File: config.mk
export PLATFORM = sky130hd
export DESIGN_NAME = flashprog
export DESIGN_NICKNAME = d
export VERILOG_FILES = /design/src/rtl/flashprog_pkg.sv /design/src/rtl/flashprog_poll_timer.sv /design/src/rtl/flashprog_idx.sv /design/src/rtl/flashprog_unlock.sv /design/src/rtl/flashprog.sv
export SDC_FILE = /design/constraint.sdc
export NUM_CORES = 1
export LEC_CHECK = 0
export BUFFER_PORTS_ARGS = -buffer_cell sky130_fd_sc_hd__buf_2
export CAP_MARGIN = 25
export CORE_AREA = 3 3 88 90
export DETAILED_ROUTE_END_ITERATION = 8
export DIE_AREA = 0 0 91 93
export GPL_TIMING_DRIVEN = 0
export HOLD_SLACK_MARGIN = 0.05
export PLACE_DENSITY = 0.84
export SLEW_MARGIN = 20
export SYNTH_ARGS = -nofsm -noshare
export SYNTH_HDL_FRONTEND = slang
export SYNTH_SLANG_ARGS = --single-unit
export TNS_END_PERCENT = 1
File: constraint.sdc
create_clock -name clk -period 2.34 [get_ports clk]
set_input_delay 0 -clock clk [delete_from_list [all_inputs] [get_ports clk]]
set_output_delay 0 -clock clk [all_outputs]
set_load 0.005 [all_outputs]
File: src/rtl/flashprog_pkg.sv
package flashprog_pkg;

   typedef enum logic [1:0] {
      RES_OK      = 2'd0,
      RES_TIMEOUT = 2'd1,
      RES_VERIFY  = 2'd2,
      RES_DEVICE  = 2'd3
   } fp_result_e;

   typedef enum logic [4:0] {
      ST_IDLE, ST_FETCH, ST_LOAD, ST_UNLOCK, ST_TDATA,
      ST_SCMD1, ST_SCMD2, ST_SPOLLW, ST_SPOLLR, ST_SCHK, ST_SCLR, ST_SRST,
      ST_TPOLL1, ST_TPOLL2, ST_TCHK, ST_VREQ, ST_VCHK, ST_DONE
   } fp_state_e;

   localparam logic [7:0] SC_ERASE_SETUP = 8'h20;
   localparam logic [7:0] SC_ERASE_GO    = 8'hD0;
   localparam logic [7:0] SC_PROG_SETUP  = 8'h40;
   localparam logic [7:0] SC_STAT_READ   = 8'h70;
   localparam logic [7:0] SC_STAT_CLEAR  = 8'h50;
   localparam logic [7:0] SC_ARRAY_MODE  = 8'hFF;
   localparam logic [7:0] SC_READY_BIT   = 8'h80;
   localparam logic [7:0] SC_FAIL_MASK   = 8'h38;
   localparam logic [7:0] TG_TOGGLE_MASK = 8'h40;
   localparam logic [7:0] ERASED_BYTE    = 8'hFF;

endpackage

File: src/rtl/flashprog_poll_timer.sv
module flashprog_poll_timer #(
   parameter int LIMIT = 1000000,
   localparam int CW = $clog2(LIMIT + 1)
)(
   input  logic clk,
   input  logic rst_n,
   input  logic clr,
   input  logic step,
   output logic expired
);
   logic [CW-1:0] cnt_q;

   always_ff @(posedge clk) begin
      if (!rst_n || clr) cnt_q <= '0;
      else if (step)     cnt_q <= cnt_q + 1'b1;
   end

   // the attempt that would make the count reach LIMIT ends the loop
   assign expired = step && (cnt_q == CW'(LIMIT - 1));
endmodule

File: src/rtl/flashprog_idx.sv
module flashprog_idx #(
   parameter int DEPTH = 8192,
   localparam int IW = $clog2(DEPTH)
)(
   input  logic          clk,
   input  logic          rst_n,
   input  logic          clr,
   input  logic          inc,
   output logic [IW-1:0] idx,
   output logic          last
);
   always_ff @(posedge clk) begin
      if (!rst_n || clr) idx <= '0;
      else if (inc)      idx <= idx + 1'b1;
   end

   assign last = (idx == IW'(DEPTH - 1));
endmodule

File: src/rtl/flashprog_unlock.sv
module flashprog_unlock #(
   parameter int         OFF_W     = 13,
   parameter int         UNLOCK_A  = 'h555,
   parameter int         UNLOCK_B  = 'h2AA,
   parameter logic [7:0] ERASE_CMD = 8'h30
)(
   input  logic             prog,
   input  logic [2:0]       step,
   output logic [OFF_W-1:0] off,
   output logic [7:0]       data,
   output logic             last
);
   always_comb begin
      off  = OFF_W'(UNLOCK_A);
      data = 8'hAA;
      last = 1'b0;
      case (step)
         3'd0: ;
         3'd1: begin off = OFF_W'(UNLOCK_B); data = 8'h55; end
         3'd2: begin data = prog ? 8'hA0 : 8'h80; last = prog; end
         3'd3: ;
         3'd4: begin off = OFF_W'(UNLOCK_B); data = 8'h55; end
         default: begin off = '0; data = ERASE_CMD; last = 1'b1; end
      endcase
   end
endmodule

File: src/rtl/flashprog.sv
module flashprog import flashprog_pkg::*; #(
   parameter int         BANK_BYTES = 8192,
   parameter int         BANKS      = 2,
   parameter int         POLL_LIMIT = 1000000,
   parameter int         UNLOCK_A   = 'h555,
   parameter int         UNLOCK_B   = 'h2AA,
   parameter logic [7:0] ERASE_CMD  = 8'h30,
   localparam int OFF_W = $clog2(BANK_BYTES),
   localparam int SEL_W = (BANKS > 1) ? $clog2(BANKS) : 1,
   localparam int FA_W  = OFF_W + ((BANKS > 1) ? $clog2(BANKS) : 0)
)(
   input  logic             clk,
   input  logic             rst_n,
   input  logic             start,
   input  logic             op,
   input  logic             mode,
   input  logic [SEL_W-1:0] bank,
   output logic             busy,
   output logic             done,
   output logic [1:0]       result,
   output logic             src_re,
   output logic [OFF_W-1:0] src_addr,
   input  logic [7:0]       src_rdata,
   output logic [FA_W-1:0]  flash_addr,
   output logic [7:0]       flash_wdata,
   output logic             flash_we,
   output logic             flash_re,
   input  logic [7:0]       flash_rdata
);
   if (BANK_BYTES < 2 || (BANK_BYTES & (BANK_BYTES - 1)) != 0) begin : g_bad_size
      $error("BANK_BYTES must be a power of two");
   end
   if (UNLOCK_A >= BANK_BYTES || UNLOCK_B >= BANK_BYTES) begin : g_bad_unlock
      $error("unlock offsets must lie inside one bank");
   end
   if (POLL_LIMIT < 1) begin : g_bad_limit
      $error("POLL_LIMIT must be at least one");
   end

   fp_state_e        state_q, nxt;
   logic             prog_q, tog_q;
   logic [SEL_W-1:0] bank_q;
   logic [7:0]       dbyte_q, first_q;
   logic [2:0]       step_q;
   logic             dev_err_q;
   fp_result_e       res_q, res_nxt;
   logic             idx_clr, idx_inc, idx_last, adv, poll_step, expired;
   logic [OFF_W-1:0] idx, ul_off, off_sel;
   logic [7:0]       ul_data;
   logic             ul_last, toggling, ready;

   flashprog_idx #(.DEPTH(BANK_BYTES)) u_idx (
      .clk(clk), .rst_n(rst_n), .clr(idx_clr), .inc(idx_inc), .idx(idx), .last(idx_last));

   flashprog_poll_timer #(.LIMIT(POLL_LIMIT)) u_timer (
      .clk(clk), .rst_n(rst_n), .clr(!(state_q inside {ST_SPOLLW, ST_SPOLLR, ST_SCHK,
                                        ST_TPOLL1, ST_TPOLL2, ST_TCHK})),
      .step(poll_step), .expired(expired));

   flashprog_unlock #(.OFF_W(OFF_W), .UNLOCK_A(UNLOCK_A), .UNLOCK_B(UNLOCK_B),
                      .ERASE_CMD(ERASE_CMD)) u_unlock (
      .prog(prog_q), .step(step_q), .off(ul_off), .data(ul_data), .last(ul_last));

   assign ready     = (flash_rdata & SC_READY_BIT) != 8'h00;
   assign toggling  = ((first_q ^ flash_rdata) & TG_TOGGLE_MASK) != 8'h00;
   assign poll_step = (state_q == ST_SCHK && !ready) || (state_q == ST_TCHK && toggling);

   // next state
   always_comb begin
      nxt = state_q; res_nxt = RES_OK; adv = 1'b0;
      idx_clr = 1'b0; idx_inc = 1'b0;
      case (state_q)
         ST_IDLE:   if (start) begin
                       idx_clr = 1'b1;
                       nxt = op ? ST_FETCH : (mode ? ST_UNLOCK : ST_SCMD1);
                    end
         ST_FETCH:  nxt = ST_LOAD;
         ST_LOAD:   nxt = tog_q ? ST_UNLOCK : ST_SCMD1;
         ST_UNLOCK: if (ul_last) nxt = prog_q ? ST_TDATA : ST_TPOLL1;
         ST_TDATA:  nxt = ST_TPOLL1;
         ST_SCMD1:  nxt = ST_SCMD2;
         ST_SCMD2:  nxt = ST_SPOLLW;
         ST_SPOLLW: nxt = ST_SPOLLR;
         ST_SPOLLR: nxt = ST_SCHK;
         ST_SCHK:   if (ready) nxt = ST_SCLR;
                    else if (expired) begin nxt = ST_DONE; res_nxt = RES_TIMEOUT; end
                    else nxt = ST_SPOLLW;
         ST_SCLR:   nxt = ST_SRST;
         ST_SRST:   if (dev_err_q) begin nxt = ST_DONE; res_nxt = RES_DEVICE; end
                    else adv = 1'b1;
         ST_TPOLL1: nxt = ST_TPOLL2;
         ST_TPOLL2: nxt = ST_TCHK;
         ST_TCHK:   if (!toggling) adv = 1'b1;
                    else if (expired) begin nxt = ST_DONE; res_nxt = RES_TIMEOUT; end
                    else nxt = ST_TPOLL1;
         ST_VREQ:   nxt = ST_VCHK;
         ST_VCHK:   if (flash_rdata != (prog_q ? src_rdata : ERASED_BYTE)) begin
                       nxt = ST_DONE; res_nxt = RES_VERIFY;
                    end else if (idx_last) nxt = ST_DONE;
                    else begin nxt = ST_VREQ; idx_inc = 1'b1; end
         ST_DONE:   nxt = ST_IDLE;
         default:   nxt = ST_IDLE;
      endcase
      if (adv) begin
         if (!prog_q || idx_last) begin nxt = ST_VREQ; idx_clr = 1'b1; end
         else begin nxt = ST_FETCH; idx_inc = 1'b1; end
      end
   end

   always_ff @(posedge clk) begin
      if (!rst_n) begin
         state_q <= ST_IDLE; prog_q <= 1'b0; tog_q <= 1'b0; bank_q <= '0;
         dbyte_q <= '0; first_q <= '0; step_q <= '0; dev_err_q <= 1'b0; res_q <= RES_OK;
      end else begin
         state_q <= nxt;
         if (state_q == ST_IDLE && start) begin
            prog_q <= op; tog_q <= mode; bank_q <= bank; dev_err_q <= 1'b0; step_q <= '0;
         end
         if (state_q == ST_LOAD)   begin dbyte_q <= src_rdata; step_q <= '0; end
         if (state_q == ST_UNLOCK) step_q <= step_q + 1'b1;
         if (state_q == ST_TPOLL2) first_q <= flash_rdata;
         if (state_q == ST_SCHK && ready)
            dev_err_q <= (flash_rdata & SC_FAIL_MASK) != 8'h00;
         if (nxt == ST_DONE && state_q != ST_DONE) res_q <= res_nxt;
      end
   end

   // bus drive
   always_comb begin
      flash_we = 1'b0; flash_re = 1'b0; flash_wdata = 8'h00; off_sel = '0; src_re = 1'b0;
      case (state_q)
         ST_FETCH:  src_re = 1'b1;
         ST_UNLOCK: begin flash_we = 1'b1; off_sel = ul_off; flash_wdata = ul_data; end
         ST_TDATA:  begin flash_we = 1'b1; off_sel = idx; flash_wdata = dbyte_q; end
         ST_SCMD1:  begin flash_we = 1'b1; off_sel = prog_q ? idx : '0;
                          flash_wdata = prog_q ? SC_PROG_SETUP : SC_ERASE_SETUP; end
         ST_SCMD2:  begin flash_we = 1'b1; off_sel = prog_q ? idx : '0;
                          flash_wdata = prog_q ? dbyte_q : SC_ERASE_GO; end
         ST_SPOLLW: begin flash_we = 1'b1; flash_wdata = SC_STAT_READ; end
         ST_SCLR:   begin flash_we = 1'b1; flash_wdata = SC_STAT_CLEAR; end
         ST_SRST:   begin flash_we = 1'b1; flash_wdata = SC_ARRAY_MODE; end
         ST_SPOLLR, ST_TPOLL1, ST_TPOLL2: flash_re = 1'b1;
         ST_VREQ:   begin flash_re = 1'b1; off_sel = idx; src_re = prog_q; end
         default: ;
      endcase
   end

   if (BANKS > 1) begin : g_multi_bank
      assign flash_addr = {bank_q, off_sel};
   end else begin : g_single_bank
      assign flash_addr = off_sel;
   end

   assign src_addr = idx;
   assign busy     = (state_q != ST_IDLE);
   assign done     = (state_q == ST_DONE);
   assign result   = res_q;
endmodule

==> run summary, run 1 <==
Die H - 93 um
Ratio of cells with drive above 1 in the final layout - 24.7%
Fin. max-slew vios - 0
Yosys top cell area share - 31.4%
Slew HR - 64.2%
Num Clock Sinks - 56
Antenna violations before repair - 0
Initial Util - 50.0%
Yosys cell types - 60
Starting DRC count in detailed routing - 627
Leak - 1.83 nW
Pin count of the biggest net entering global routing - 16
Final WS setup - -0.00212 ns
Mapped Cells - 466
Max_cap viols - 0
CP Cell Sequence - inv_6 > or4_4 > a32o_2 > o32ai_4 > buf_6 > nand2_4 > or4_1 > nand2_1
Total I/O pin count - 64
H-tree Lvls - 2
Synthesized flop and latch total - 56
Synth Area in Adders - 2.45%
Min Tclk post-route - 2.34 ns
CTS tree - yes
Synthesized area - 3570 um2
Register area share after synthesis - 31.4%
Mean Syn Cell Area - 7.66 um2
Area Growth Syn to Fin - 26.3%
Top_reg_cell synth - dfxtp_1
Post-Layout Inst Area - 4510 um2
WP data arrival - 2.61 ns
Vias in the first global route - 3,565
Wire length of the first global-routing pass - 17,600 um
Overall routing resource usage - 25.0%
Setup TNS - -0.00212 ns
FILL cells - 623
Critical path class - reg2reg
DR WL/cell - 16.7 um
RSZ-0062 raised after global routing - yes
Post-synth ARST share - 0%
Cells taking the most area after synthesis - dfxtp_1, nand2_1, nor2_1
Syn Nets - 495
Critical Path Source Type - register
Critical Path End Type - register
Clk_lat worst skew - 0.32 ns
Final setup viols - 1
# diodes - 0
Post-synth top area cell - dfxtp_1
Hold Path Cell Cnt - 5
Setup Skew - 0.0167 ns
Total die area - 8460 um2
Synth Area in XOR/XNOR - 5.40%
Measured slew at the worst slew-check pin - 0.537 ns
CTS max path bufs - 2
Total wire length - 10,900 um
Drt pass-1 iters - 7
Worst-path fanout max - 10
Status - finished, violations left
Power Dens Cells - 684 nW/um2
Worst EP required - 2.61 ns
Hold Path Class - in2reg
Count of warnings emitted by yosys - 0
Die Width - 91 um
Reg-to-reg critical path startpoint - prog_q
Largest stage delay, worst path - 0.47 ns
CP startpoint - prog_q
Fin. Hold Viols - 0
DRC violations left - 0
RR Endpoint - u_idx.idx[8]
Antenna-violating nets left - 0
Vias post-DR - 3,978
Failing checks - setup timing
Worst R2R Path Depth - 8
Post-synthesis simple-gate area fraction - 30.9%
Max VDD drop - 0.378 mV
Clock-pin slew on the worst setup and hold paths - 0.10 ns
Routed vias/inst - 6.05
Hold Path End - prog_q
EDFF count, synth - 0
Total CTS buffers - 5
Total gr overflow - 0
Worst hold start - op
Port Buffers - 62
Internal reg-to-reg setup slack - -0.002 ns
Final net count - 587
Final period util - 100%
Cell area after placement - 4000 um2
Slowest cell on crit path - or4_4
Compound-Gate Fraction of Synth Area - 24.1%
DPL Wire Length - 7710 um
Global placer's final weighted congestion - 1.05
Rows - 31
Root Driver - clkbuf_8
Core area - 7140 um2
Largest family of logic cells by synthesized area - simple AND/OR/NAND/NOR gates
Multiplexer area fraction after synthesis - 1.68%
Fmax - 427 MHz
==> synth_stat cells, types with 10 or more instances <==
cell type and number:
dfxtp_1 56, nand2_1 48, nor2_1 45, a21oi_1 28, nand3_1 26, o21ai_0 20
a21o_1 17, clkbuf_1 15, inv_1 15, or3_1 12, xor2_1 12, nor3_1 11
o211ai_1 11, xnor2_1 10
==> registers in the layout, indices dropped and copies added (netlist names) <==
name / count
state_q: 5
dev_err_q: 1
first_q: 1
prog_q: 1
dbyte_q: 8
u_idx.idx: 13
bank_q: 1
u_timer.cnt_q: 20
result: 2
tog_q: 1
step_q: 3
==> power breakdown <==
| group | total, W | switching [W] | internal [W] |
|---|---|---|---|
| Combinational | 0.00146 | 0.000948 | 0.000514 |
| Sequential | 0.00110 | 0.0000822 | 0.00102 |
| Clock | 0.000517 | 0.000313 | 0.000205 |
| Total | 0.00308 | 0.00134 | 0.00174 |
==> stage by stage <==
stage / power [W] / worst slack (ns) / instances / util, % / hold WS [ns]
floorplan: 0.00196 / 0.0313 / 466 / - / 0.130
detailed placement: 0.00235 / -0.392 / 627 / 56.1 / 0.276
CTS: 0.00294 / -0.0829 / 652 / 61.0 / 0.133
finish: 0.00308 / -0.00212 / 657 / 63.2 / 0.134
global placement: 0.00235 / -0.347 / 627 / 56.1 / 0.263
global route: 0.00325 / -0.128 / 657 / 63.2 / 0.143
==> placed cells by master, fill, tap and decap left out, drive strengths merged, types with 15 or more instances in the layout <==
cell type,instances
a21oi,29
clkbuf,20
dfxtp,56
o21ai,25
a21o,17
dlygate4sd3,15
nand2,49
nor2,45
inv,16
nand3,26
buf,77
==> critical path, delay by kind of cell (launching register included) <==
family / cells / cell delay [ns]
and+or+nand+nor: 4 / 1.04
DFF: 1 / 0.41
buffers and inverters: 2 / 0.21
AOI/OAI and AO/OA: 2 / 0.64
==> metal layers <==
metal | GRT usage (%) | routed length (um)
met1 | 31.8 | 4420
met4 | 8.42 | 319
met3 | 4.10 | 975
met2 | 43.0 | 5230
met5 | 0 | 0
==> logic make-up (layout without fill, tap and decap cells) <==
group | after synthesis | in the layout
and+or+nand+nor | 210 | 210
DFF | 56 | 56
AOI/OAI and AO/OA | 128 | 128
buffers and inverters | 37 | 129
adders and majority gates | 7 | 7
muxes | 6 | 6
xor gates and xnor gates | 22 | 22
==> timing repair <==
action / CTS / global route
endpoints found under the setup margin: 47 / 45
buffers inserted: 3 / 5
resized for setup: 32 / 38
pin swaps: 10 / 5
hold buffers: 15 / 0
endpoints found under the hold margin: 13 / 0
==> worst max-delay path by stage <==
stage,slack [ns],end,depth (start not counted)
global placement,-0.35,u_idx.idx[8],8
global route,-0.13,u_idx.idx[9],7
finish,-0.002,u_idx.idx[8],8
CTS,-0.08,u_timer.cnt_q[18],7
floorplan,0.03,u_idx.idx[6],9
detailed placement,-0.39,u_idx.idx[8],9
==> final cells by class <==
| type | count | area [um2] | area share, % |
|---|---|---|---|
| Multi-Input combinational cell | 373 | 2470 | 54.9 |
| Sequential cell | 56 | 1140 | 25.3 |
| Timing Repair Buffer | 85 | 524 | 11.6 |
| Tap cell | 99 | 124 | 2.75 |
| Buffer | 21 | 104 | 2.30 |
| Clock buffer | 6 | 72.6 | 1.61 |
| Inverter | 16 | 65.1 | 1.44 |
| Clock inverter | 1 | 5.00 | 0.111 |
Power figures use the tool's default switching activity.
==> run 2, diff against run 1 <==
- CORE_AREA: 3 3 88 90 -> 3 3 87 89
- CTS_BUF_LIST: default -> sky130_fd_sc_hd__clkbuf_4
- DIE_AREA: 0 0 91 93 -> 0 0 90 92
- PLACE_DENSITY: 0.84 -> 0.85
==> run summary, run 2 (synthesis results as in run 1) <==
Critical path class - reg2reg
Die Width - 90 um
CP startpoint - prog_q
Psw - 0.00135 W
Initial Util - 52.3%
Total gr overflow - 0
Leak - 1.83 nW
Most flops, register - u_timer.cnt_q
Rows - 30
DPL Wire Length - 7770 um
Pin count of the biggest net entering global routing - 19
Internal reg-to-reg setup slack - -0.06 ns
Antenna violations before repair - 0
Num Clock Sinks - 56
Max_cap viols - 0
Critical Path Source Type - register
# diodes - 0
Cell area after placement - 4000 um2
Failing checks - setup timing
Final WS setup - -0.0574 ns
WP data arrival - 2.73 ns
Critical Path End Type - register
CTS max path bufs - 2
Total wire length - 10,800 um
Port Buffers - 62
Clock-pin slew on the worst setup and hold paths - 0.18 ns
Total die area - 8280 um2
Clk_lat worst skew - 0.40 ns
Power Dens Cells - 666 nW/um2
Reg-to-reg critical path startpoint - prog_q
Final period util - 102%
Final setup viols - 3
Wire length of the first global-routing pass - 17,400 um
Vias in the first global route - 3,661
Area Growth Syn to Fin - 27.4%
Status - finished, violations left
Routed vias/inst - 5.97
Hold Path End - prog_q
Switching share of power - 44.6%
Global placer's final weighted congestion - 1.01
Final net count - 590
Overall routing resource usage - 25.2%
Starting DRC count in detailed routing - 334
Internal - 0.00168 W
Setup Skew - 0.0246 ns
Ratio of cells with drive above 1 in the final layout - 25.6%
Total I/O pin count - 64
Die H - 92 um
Min Hold Slack - 0.0454 ns
Post-Layout Inst Area - 4550 um2
Total Power - 0.00303 W
DRC violations left - 0
Drt pass-1 iters - 5
Biggest regs - u_timer.cnt_q (20), u_idx.idx (13), dbyte_q (8)
Fmax - 417 MHz
Hold Path Class - in2reg
Commonest non-fill, non-tap cells in the layout - buf_2, nand2_1, dfxtp_1, nor2_1, a21oi_1
FILL cells - 586
Register area - 1140 um2
Sequential power share - 36.3%
Worst-path fanout max - 8
Measured slew at the worst slew-check pin - 0.505 ns
Worst hold start - op
Worst EP required - 2.67 ns
Core area - 6830 um2
Footprint of the multi-input gates - 2500 um2
Total CTS buffers - 5
Worst R2R Path Depth - 7
Min Tclk post-route - 2.40 ns
Antenna-violating nets left - 0
H-tree Lvls - 2
Most common cell after layout, fill and taps aside - buf_2
Logic pwr share - 49.0%
Fin. Hold Viols - 0
Largest register FFs - 20
Hold Path Cell Cnt - 5
RR Endpoint - u_idx.idx[9]
Fin. max-slew vios - 0
CTS tree - yes
Pre-CTS setup slack - -0.367 ns
RSZ-0062 raised after global routing - yes
Max VDD drop - 0.412 mV
Root Driver - clkbuf_4
Clock power frac - 14.8%
DR WL/cell - 16.4 um
Vias post-DR - 3,925
Slew HR - 66.3%
run 2: metrics by stage:
stage	utilization, %	TNS [ns]	cells
2_1_floorplan	-	0	466
3_3_place_gp	58.6	-5.41	624
3_5_place_dp	58.6	-5.26	624
4_1_cts	63.9	-0.673	655
5_1_grt	66.6	-0.746	658
6_report	66.6	-0.126	658
run 2: final cells by class:
cell class                      instances  area share [%]
Buffer                                 20            2.09
Clock buffer                            5           0.826
Clock inverter                          3           0.495
Inverter                               16            1.49
Multi-Input combinational cell        373            55.1
Sequential cell                        56            25.2
Tap cell                               96            2.64
Timing Repair Buffer                   89            12.2
run 2: worst max-delay path, cell delays in order (launching register included):
cell and delay [ns]:
dfxtp_4 0.42, inv_8 0.04, or4_4 0.51, a32o_2 0.31, o32ai_4 0.37, nand4_4 0.20
or3_1 0.34, a21oi_1 0.14
run 2: worst max path at each step:
stage | to | slack, ns
finish | u_idx.idx[9] | -0.06
global route | u_idx.idx[10] | -0.11
global placement | u_idx.idx[8] | -0.39
floorplan | u_idx.idx[6] | 0.03
detailed placement | u_idx.idx[3] | -0.37
CTS | u_idx.idx[9] | -0.10
run 2: repair_timing:
action,in CTS,in global routing
setup endpoints to repair,47,45
buffers inserted,7,4
gates resized for setup,30,47
hold endpoints to repair,16,0
pin swaps,12,10
hold buffers,16,0
run 2: power by group through the flow:
stage	registers [W]	clock network, W	logic (W)
global placement	0.00110	0	0.00126
floorplan	0.00108	0	0.000874
finish	0.00110	0.000447	0.00148
detailed placement	0.00110	0	0.00126
CTS	0.00108	0.000458	0.00134
global route	0.00110	0.000502	0.00161
run 2: routing by layer:
metal | up-vias | routed length, um | GRT usage [%]
met3 | 33 | 678 | 4.43
met1 | 1837 | 4560 | 31.6
met2 | 176 | 5240 | 42.4
met4 | 0 | 297 | 11.1
met5 | - | 0 | 0
li1 | 1879 | - | -
